==> src/rtl/lbsel_pkg.sv <==
package lbsel_pkg;
  localparam int BANK_A   = 816;
  localparam int BANK_B   = 1088;
  localparam int BANK_C   = 848;
  localparam int ABANK_A  = 984;
  localparam int ABANK_B  = 1312;
  localparam int ABANK_C  = 456;
  localparam int WORD_BITS = 72;
  localparam int ALPHA_PIX = 6;

  typedef enum logic [1:0] {PL_Y, PL_C, PL_A} plane_t;
  typedef enum logic [1:0] {ST_IDLE, ST_ISSUE, ST_WAIT, ST_EVAL} state_t;

  function automatic int bpc_bits(input logic [1:0] sel);
    case (sel)
      2'd0: return 10;
      2'd1: return 8;
      2'd2: return 6;
      default: return 12;
    endcase
  endfunction

  function automatic int mem_words(input logic [1:0] cfg, input plane_t pl);
    if (pl == PL_A) begin
      case (cfg)
        2'd1: return ABANK_A;
        2'd2: return ABANK_B;
        default: return ABANK_A + ABANK_B + ABANK_C;
      endcase
    end
    case (cfg)
      2'd1: return BANK_A;
      2'd2: return BANK_B;
      2'd3: return (pl == PL_Y) ? BANK_A + BANK_B + 3 * BANK_C : BANK_A + BANK_B;
      default: return BANK_A + BANK_B + BANK_C;
    endcase
  endfunction
endpackage

==> src/rtl/lbsel_div.sv <==
module lbsel_div #(
  parameter int DW = 18
) (
  input  logic          clk,
  input  logic          rst,
  input  logic          start,
  input  logic [DW-1:0] num,
  input  logic [DW-1:0] den,
  output logic          done,
  output logic [DW-1:0] quo
);
  localparam int CW = $clog2(DW + 1);

  logic [DW:0]   rem;
  logic [DW:0]   rem_sh;
  logic [CW-1:0] cnt;
  logic [DW-1:0] num_q, den_q;

  assign rem_sh = {rem[DW-1:0], quo[DW-1]};

  always_ff @(posedge clk) begin
    if (rst) begin
      rem <= '0; quo <= '0; cnt <= '0; done <= 1'b0;
      num_q <= '0; den_q <= '0;
    end else begin
      done <= 1'b0;
      if (start) begin
        rem <= '0; quo <= num; cnt <= CW'(DW);
        num_q <= num; den_q <= den;
      end else if (cnt != '0) begin
        if (rem_sh >= {1'b0, den_q}) begin
          rem <= rem_sh - {1'b0, den_q};
          quo <= {quo[DW-2:0], 1'b1};
        end else begin
          rem <= rem_sh;
          quo <= {quo[DW-2:0], 1'b0};
        end
        cnt <= cnt - 1'b1;
        if (cnt == CW'(1)) done <= 1'b1;
      end
    end
  end

  // Quotient must bracket the captured dividend (supports R2).
  assert_quotient_exact_R2: assert property (@(posedge clk) disable iff (rst)
    done |-> ((2*DW)'(quo) * (2*DW)'(den_q) <= (2*DW)'(num_q)) &&
             ((2*DW)'(num_q) < ((2*DW)'(quo) + 1) * (2*DW)'(den_q)));
endmodule

==> src/rtl/lb_cfg_select.sv <==
module lb_cfg_select
  import lbsel_pkg::*;
#(
  parameter int WIDTH_W   = 14,
  parameter int TAP_W     = 4,
  parameter int RATIO_W   = 4,
  parameter int MAX_PARTS = 64,
  parameter int PART_W    = $clog2(MAX_PARTS + 1)
) (
  input  logic               clk,
  input  logic               rst,
  input  logic               start,
  input  logic [WIDTH_W-1:0] width_y,
  input  logic [WIDTH_W-1:0] width_c,
  input  logic [1:0]         bpc_sel,
  input  logic               alpha_en,
  input  logic               is_420,
  input  logic               force_max,
  input  logic [TAP_W-1:0]   vtaps_y,
  input  logic [TAP_W-1:0]   vtaps_c,
  input  logic [RATIO_W-1:0] vratio_y,
  input  logic [RATIO_W-1:0] vratio_c,
  output logic               done,
  output logic [1:0]         cfg,
  output logic [PART_W-1:0]  parts_y,
  output logic [PART_W-1:0]  parts_c
);
  localparam int DW = WIDTH_W + 4;

  state_t             state;
  logic [2:0]         op;
  logic [1:0]         trial;
  logic [WIDTH_W-1:0] wy_q, wc_q;
  logic [1:0]         bsel_q;
  logic               alpha_q, is420_q, force_q;
  logic [TAP_W-1:0]   vt_y_q, vt_c_q;
  logic [RATIO_W-1:0] rc_y_q, rc_c_q;
  logic [DW-1:0]      words_y, words_c, words_a, q_y, q_c, q_a;

  logic          div_start, div_done;
  logic [DW-1:0] div_num, div_den, div_quo;
  logic [1:0]    cfg_cur;
  logic [DW-1:0] py_lim, py_cl, pc_cl;
  logic          fit_y, fit_c, accept;

  function automatic logic fits(input logic [DW-1:0] parts,
                                input logic [RATIO_W-1:0] r,
                                input logic [TAP_W-1:0] t);
    if (r > RATIO_W'(2)) return (DW'(t) + DW'(r)) <= (parts + DW'(2));
    return DW'(t) <= parts;
  endfunction

  assign cfg_cur = trial + 2'd1;

  always_comb begin
    div_num = '0;
    div_den = DW'(1);
    case (op)
      3'd0: begin div_num = DW'(wy_q) * DW'(bpc_bits(bsel_q)) + DW'(WORD_BITS - 1); div_den = DW'(WORD_BITS); end
      3'd1: begin div_num = DW'(wc_q) * DW'(bpc_bits(bsel_q)) + DW'(WORD_BITS - 1); div_den = DW'(WORD_BITS); end
      3'd2: begin div_num = DW'(wy_q) + DW'(ALPHA_PIX - 1); div_den = DW'(ALPHA_PIX); end
      3'd3: begin div_num = DW'(mem_words(cfg_cur, PL_Y)); div_den = words_y; end
      3'd4: begin div_num = DW'(mem_words(cfg_cur, PL_C)); div_den = words_c; end
      default: begin div_num = DW'(mem_words(cfg_cur, PL_A)); div_den = words_a; end
    endcase
  end

  always_comb begin
    py_lim = (alpha_q && (q_a < q_y)) ? q_a : q_y;
    py_cl  = (py_lim > DW'(MAX_PARTS)) ? DW'(MAX_PARTS) : py_lim;
    pc_cl  = (q_c > DW'(MAX_PARTS)) ? DW'(MAX_PARTS) : q_c;
    fit_y  = fits(py_cl, rc_y_q, vt_y_q);
    fit_c  = fits(pc_cl, rc_c_q, vt_c_q);
    accept = force_q || (trial == 2'd3) || (fit_y && fit_c);
  end

  assign div_start = (state == ST_ISSUE);

  lbsel_div #(.DW(DW)) u_div (
    .clk(clk), .rst(rst), .start(div_start), .num(div_num), .den(div_den),
    .done(div_done), .quo(div_quo)
  );

  always_ff @(posedge clk) begin
    if (rst) begin
      state <= ST_IDLE; op <= '0; trial <= '0;
      wy_q <= '0; wc_q <= '0; bsel_q <= '0;
      alpha_q <= 1'b0; is420_q <= 1'b0; force_q <= 1'b0;
      vt_y_q <= '0; vt_c_q <= '0; rc_y_q <= '0; rc_c_q <= '0;
      words_y <= '0; words_c <= '0; words_a <= '0;
      q_y <= '0; q_c <= '0; q_a <= '0;
      done <= 1'b0; cfg <= '0; parts_y <= '0; parts_c <= '0;
    end else begin
      done <= 1'b0;
      case (state)
        ST_IDLE: if (start) begin
          wy_q    <= (width_y == '0) ? WIDTH_W'(1) : width_y;
          wc_q    <= (width_c == '0) ? WIDTH_W'(1) : width_c;
          bsel_q  <= bpc_sel;
          alpha_q <= alpha_en;
          is420_q <= is_420;
          force_q <= force_max;
          vt_y_q  <= vtaps_y;  vt_c_q <= vtaps_c;
          rc_y_q  <= vratio_y; rc_c_q <= vratio_c;
          trial   <= force_max ? (is_420 ? 2'd2 : 2'd3) : 2'd0;
          op      <= 3'd0;
          state   <= ST_ISSUE;
        end
        ST_ISSUE: state <= ST_WAIT;
        ST_WAIT: if (div_done) begin
          case (op)
            3'd0: words_y <= div_quo;
            3'd1: words_c <= div_quo;
            3'd2: words_a <= div_quo;
            3'd3: q_y <= div_quo;
            3'd4: q_c <= div_quo;
            default: q_a <= div_quo;
          endcase
          if (op == 3'd5) state <= ST_EVAL;
          else begin op <= op + 3'd1; state <= ST_ISSUE; end
        end
        default: begin
          if (accept) begin
            done    <= 1'b1;
            cfg     <= cfg_cur;
            parts_y <= PART_W'(py_cl);
            parts_c <= PART_W'(pc_cl);
            state   <= ST_IDLE;
          end else begin
            trial <= (trial == 2'd1 && !is420_q) ? 2'd3 : trial + 2'd1;
            op    <= 3'd3;
            state <= ST_ISSUE;
          end
        end
      endcase
    end
  end

  assert_done_pulse_R7: assert property (@(posedge clk) disable iff (rst)
    done |=> !done);
  assert_parts_clamped_R2: assert property (@(posedge clk) disable iff (rst)
    done |-> (parts_y <= PART_W'(MAX_PARTS)) && (parts_c <= PART_W'(MAX_PARTS)));
  assert_forced_cfg_R6: assert property (@(posedge clk) disable iff (rst)
    (done && force_q) |-> (cfg == (is420_q ? 2'd3 : 2'd0)));
  assert_cfg3_only_420_R5: assert property (@(posedge clk) disable iff (rst)
    (done && cfg == 2'd3) |-> is420_q);
  assert_accepted_fits_R4: assert property (@(posedge clk) disable iff (rst)
    (done && !force_q && cfg != 2'd0) |->
      (fits(DW'(parts_y), rc_y_q, vt_y_q) && fits(DW'(parts_c), rc_c_q, vt_c_q)));
  assert_outputs_hold_R7: assert property (@(posedge clk) disable iff (rst)
    !done |-> $stable(cfg) && $stable(parts_y) && $stable(parts_c));
endmodule

==> config.mk <==
export PLATFORM = sky130hd
export DESIGN_NAME = lb_cfg_select
export DESIGN_NICKNAME = d
export VERILOG_FILES = /design/src/rtl/lbsel_pkg.sv /design/src/rtl/lbsel_div.sv /design/src/rtl/lb_cfg_select.sv
export SDC_FILE = /design/constraint.sdc
export NUM_CORES = 1
export LEC_CHECK = 0
export ABC_AREA = 1
export BUFFER_PORTS_ARGS = -buffer_cell sky130_fd_sc_hd__buf_2
export CORE_UTILIZATION = 45
export CTS_CLUSTER_SIZE = 12
export DETAILED_ROUTE_END_ITERATION = 7
export GPL_ROUTABILITY_DRIVEN = 0
export GPL_TIMING_DRIVEN = 0
export PLACE_DENSITY = 0.73
export SETUP_SLACK_MARGIN = 0.15
export SLEW_MARGIN = 40
export SYNTH_ARGS = -nofsm -noshare
export SYNTH_HDL_FRONTEND = slang
export SYNTH_SLANG_ARGS = --single-unit
==> constraint.sdc <==
create_clock -name clk -period 5.3 [get_ports clk]
set_clock_uncertainty 0.1 [all_clocks]
set_input_delay 1.06 -clock clk [delete_from_list [all_inputs] [get_ports clk]]
set_output_delay 1.06 -clock clk [all_outputs]
set_load 0.01 [all_outputs]
== Word-level counts from Yosys, hierarchy flattened ==
Index checks and enable logic that the tools add are counted.

* Register bits: 241
* Word-level logic and storage cells: 153
* Input port bits: 52

* $mul: 2
* Bitwise gates (word level): 5
* Reduce and logical (&&, ||, !) cells: 31
* Equal/unequal tests: 20
* Order comparisons: 10
* Add/subtract/negate cells: 11
* Mux-type cells: 45

{| class="wikitable"
|+ Operators by type and width
! cell !! count
|-
| $mux 18 || 9
|-
| $pmux 18 s5 || 1
|-
| $pmux 18 s4 || 1
|-
| $pmux 13 s3 || 1
|-
| $add 18x2->18 const B || 2
|-
| $add 18x7->18 const B || 2
|-
| $gt 18x7->1 const B || 2
|-
| $le 4x18->1 || 2
|-
| $le 5x18->1 || 2
|-
| $mul 14x18->18 || 2
|-
| $pmux 12 s3 || 1
|-
| $logic_not 14->1 || 2
|-
| $mux 14 || 2
|-
| $pmux 12 s2 || 1
|-
| $reduce_and 3->1 || 7
|-
| $ge 19x18->1 || 1
|-
| $lt 18x18->1 || 1
|-
| $sub 18x18->18 || 1
|-
| $add 14x3->15 const B || 1
|-
| $mux 2 || 7
|-
| $mux 1 || 12
|-
| $mux 3 || 4
|-
| $pmux 4 s3 || 1
|-
| $add 4x4->5 || 2
|-
| 31 further kinds || 57
|}

== Depth between registers and ports, before layout ==
* Word-level depth: 13
* Depth in mapped cells: 36
* Mapped depth without buffers: 35

== Hierarchy ==
A second synthesis with hierarchy kept.

* Cell total of the unflattened synthesis: 2404
* Area, all modules: 16918.7 um^2

{| class="wikitable"
|+ Modules (own cells, without submodules)
! module !! area each (um^2) !! instances !! cells an instance
|-
| lb_cfg_select || 13370.3 || 1 || 1874
|-
| lbsel_div || 3548.4 || 1 || 530
|}

== Least setup slack after synthesis ==
No wires, ideal clock.

* Path type: register to register
* Start: register bsel_q[1]
* End: register u_div.quo[16]
* Slack: 385 ps
* Clock period less this slack: 4915 ps
* Stages on the path, launching flop included: 25
* Data arrival time: 4687 ps
* Cell sequence: dfxtp_1 -> clkbuf_1 -> clkbuf_1 -> nand2_1 -> fa_1 -> inv_1 -> ha_1 -> ha_1 -> ha_1 -> fa_1 -> ha_1 -> ha_1 -> inv_1 -> o21ai_0 -> a21oi_1 -> nor2_1 -> nor2_1 -> o21bai_1 -> a21oi_1 -> o21bai_1 -> a21oi_1 -> o21ai_0 -> a21oi_1 -> a21oi_1 -> a21oi_1

* Cells in the longest elaborated chain, start to end: 7
* Elaborated cells between the ends (all ways): 12

{| class="wikitable"
|+ RTL lines
! item !! line !! source
|-
| start, declared || lb_cfg_select.sv:34 || <nowiki>logic [1:0] bsel_q;</nowiki>
|-
| start signal, assigned || lb_cfg_select.sv:99 || <nowiki>bsel_q <= bpc_sel;</nowiki>
|-
| $eq 2x2->1, or another cell as far along || lbsel_pkg.sv:15 || <nowiki>case (sel)</nowiki>
|-
| $pmux 4 s3 (*) || lbsel_pkg.sv:15 ||
|-
| $mux 18 || lb_cfg_select.sv:58 || <nowiki>case (op)</nowiki>
|-
| $mul 14x18->18 (on tied branches) || lb_cfg_select.sv:60, lb_cfg_select.sv:59 ||
|-
| $add 18x7->18 (on tied branches) || lb_cfg_select.sv:60, lb_cfg_select.sv:59 ||
|-
| $pmux 18 s5 (*) || lb_cfg_select.sv:58 ||
|-
| $mux 18 (*) || lbsel_div.sv:27 || <nowiki>if (start) begin</nowiki>
|-
| end signal, assigned || lbsel_div.sv:33 || <nowiki>quo <= {quo[DW-2:0], 1'b1};</nowiki>
|-
| end signal, assigned || lbsel_div.sv:36 || <nowiki>quo <= {quo[DW-2:0], 1'b0};</nowiki>
|-
| end, declared || lbsel_div.sv:10 || <nowiki>output logic [DW-1:0] quo</nowiki>
|}

Every way passes the cells marked *; elsewhere a longest branch is shown, timed or not. The select of a mux whose other input is x is not followed.
A chain may end at the register's enable or synchronous reset.

== Worst setup path after layout ==
* Start: register bsel_q[0]
* End: register u_div.quo[16]

The elaborated chain is that of the path after synthesis.

==> impl_metrics.ini <==
[status]
outcome = complete, no violations

[clock_network]
clkSinkCount = 241
cts_tree = done
cts_root_buffer = clkbuf_16
clockBufferDepth = 3
numCtsBuffers = 28
clkSlewWorstSetupHoldPaths_ns = 0.06
clock_latency_ns = 0.57
h-tree-depth = 1
cts-hold-fix-buffers = 0

[setup_path]
cp-start-kind = register
path_class = reg2reg
slowest_stage = fa_1
crit_top_cell = a21oi_1
required_ns = 5.71
end_kind = register
worstPathMaxFanout = 10
cp_data_arrival_time_ns = 5.49
max_stage_delay_ns = 0.53

[global_routing]
track_usage = 0.262
antenna_found_initial = 0
grt_remaining_overflow = 0
grt_max_degree = 15
grt_pass1_vias = 15200
grt_pass1_wl_mm = 76.8

[final_layout]
final_cells = 2785
final_cell_mix = inv_1 (303), nand2_1 (301), dfxtp_1 (239)
diodes = 0
design_area_mm2 = 0.0185
drive_above_1_share = 0.0942
area_growth_pct = 13.8
seq_area_mm2 = 0.00483
fill_cells = 3396
nNetsFinal = 2617
final_common_cell = inv_1
multi_input_area_mm2 = 0.0101

[timing]
drv_slew = 0
final.period_utilization = 0.958
worstMarginPinSlew_ns = 0.888
setup_viol = 0
hold_violations = 0
rsz0062_at_grt = true
slew_headroom = 0.408
max_freq_ghz = 0.197
finalCriticalPeriod_ns = 5.08
holdWs_ns = 0.350

[run]
cap_violations = 0

[placement]
dp_hpwl_mm = 36.3
port_buffers = 68
dp_cells = 2723
post_dp_cell_area_mm2 = 0.0172

[detailed_routing]
ant_nets = 0
drtIter0Drc = 1498
wire_per_inst_um = 17.3
vias = 15700
first_pass_iters = 6
viasPerCell = 5.65
post-route-drc-count = 0
wl_mm = 48.2

[logic_synthesis]
synth_enable_flop_cells = 0
yosys_warnings = 0
synth-main-ff-cell = dfxtp_1
synth_area_per_cell_um2 = 7.40
synth_seq_cells = 241
ys_types = 52
syn_nets = 2508
syn_area_mm2 = 0.0162
async_reset_ff_frac = 0
postSynthCellCount = 2194
seq_area_frac_synth = 0.297

[floorplanning]
die_y_um = 192
ios = 69
dieArea_mm2 = 0.0368
start_util = 0.456
die_w_um = 192
row_count = 69
core-area_mm2 = 0.0356

[min_path]
hold_path.class = reg2reg

[power]
ir_worst_vdd_uv = 357
p_per_area_mw_per_mm2 = 503
p_leak_nw = 8.72
==> through the flow <==
step / util / TNS, ns / total power, mW / setup slack, ns
detailed placement: 0.482 / -6.04 / 6.98 / -0.968
global placement: 0.482 / -5.39 / 6.86 / -0.926
finish: 0.519 / 0 / 9.28 / 0.220
floorplan: - / 0 / 5.65 / 0.385
CTS: 0.510 / 0 / 8.95 / 0.153
global route: 0.519 / 0 / 9.99 / 0.0521
==> routing by layer <==
layer,wire length (um),global-route usage,vias to the layer above
met5,0,0,-
met4,1980,0.104,0
met3,3680,0.0391,129
met2,22600,0.445,655
met1,19900,0.331,7407
li1,-,-,7547
==> final cells by class <==
type | count | area share
sequential | 241 | 0.262
clock buffer | 38 | 0.0421
tap | 461 | 0.0312
buffer | 81 | 0.0220
clock inverter | 13 | 0.00596
multi-input combinational | 1554 | 0.548
timing repair buffer | 78 | 0.0229
inverter | 319 | 0.0658
==> cell families after synthesis <==
logic type	after synthesis	synth area share
adder cells (fa/ha/maj)	262	0.216
buffers and inverters	400	0.0956
AO/OA/AOI/OAI	593	0.202
XOR/XNOR	31	0.0167
flip-flops	241	0.297
AND/OR/NAND/NOR	667	0.172
==> final timing paths <==
| kind | cells past startpoint | end | from | slack, ns |
|---|---|---|---|---|
| max | 26 | u_div.quo[16] | bsel_q[0] | 0.22 |
| min | 2 | words_y[10] | words_y[10] | 0.35 |
| max reg2reg | 26 | u_div.quo[16] | bsel_q[0] | 0.22 |
| min reg2reg | 2 | words_y[10] | words_y[10] | 0.35 |
==> repair_timing <==
item,CTS,global route
pin swaps,2,11
endpoints found under the hold margin,0,0
setup buffers,4,6
resized for setup,27,59
gates cloned,0,1
setup endpoints to repair,11,29
==> synthesized netlist by cell type, types with 5 or more instances <==
master     number  area share
o211ai_1       12      0.0055
clkinv_1       11      0.0025
nor2_1        239       0.055
inv_1         306       0.071
ha_1          231        0.18
o21ai_1        12      0.0037
nand2_2         9      0.0035
a211oi_1       24       0.011
o21ai_0       237       0.073
xnor2_1        17      0.0092
nand4_1         9      0.0035
nand3_1        48       0.015
a221oi_1       17      0.0092
o2111ai_1       5      0.0027
xor2_1         14      0.0076
o22ai_1        19      0.0073
nor3_1         17      0.0052
nor4_1         12      0.0046
dfxtp_1       241        0.30
o21bai_1        7      0.0032
a31oi_1        16      0.0062
a21oi_1       223       0.069
clkbuf_1       72       0.017
nor2_2         12      0.0046
nand2_1       303       0.070
fa_1           31       0.038
==> power breakdown <==
group / leakage (nW) / switching [mW] / total (mW) / internal [mW]
registers: 1.96 / 0.306 / 2.42 / 2.12
clock network: 0.438 / 0.810 / 1.89 / 1.08
logic: 6.32 / 3.19 / 4.97 / 1.78
==> flip-flops by register name, indices dropped and copies added, names as in the netlist, 3 cells and up <==
name,flops
rc_c_q,4
u_div.rem,18
words_y,18
rc_y_q,4
vt_y_q,4
words_c,18
u_div.cnt,5
parts_c,7
q_y,18
op,3
wc_q,14
parts_y,7
q_a,18
wy_q,14
q_c,18
words_a,18
vt_c_q,4
u_div.den_q,18
u_div.quo,18
==> worst max-delay path, delay by kind of cell (launching register included) <==
| family | cells | cell delay [ns] |
|---|---|---|
| AOI/OAI and AO/OA | 11 | 1.55 |
| and+or+nand+nor | 4 | 0.40 |
| DFF | 1 | 0.36 |
| adders and majority gates | 6 | 2.12 |
| buffers and inverters | 5 | 0.44 |
No activity file was read; power rests on OpenSTA's default activity.
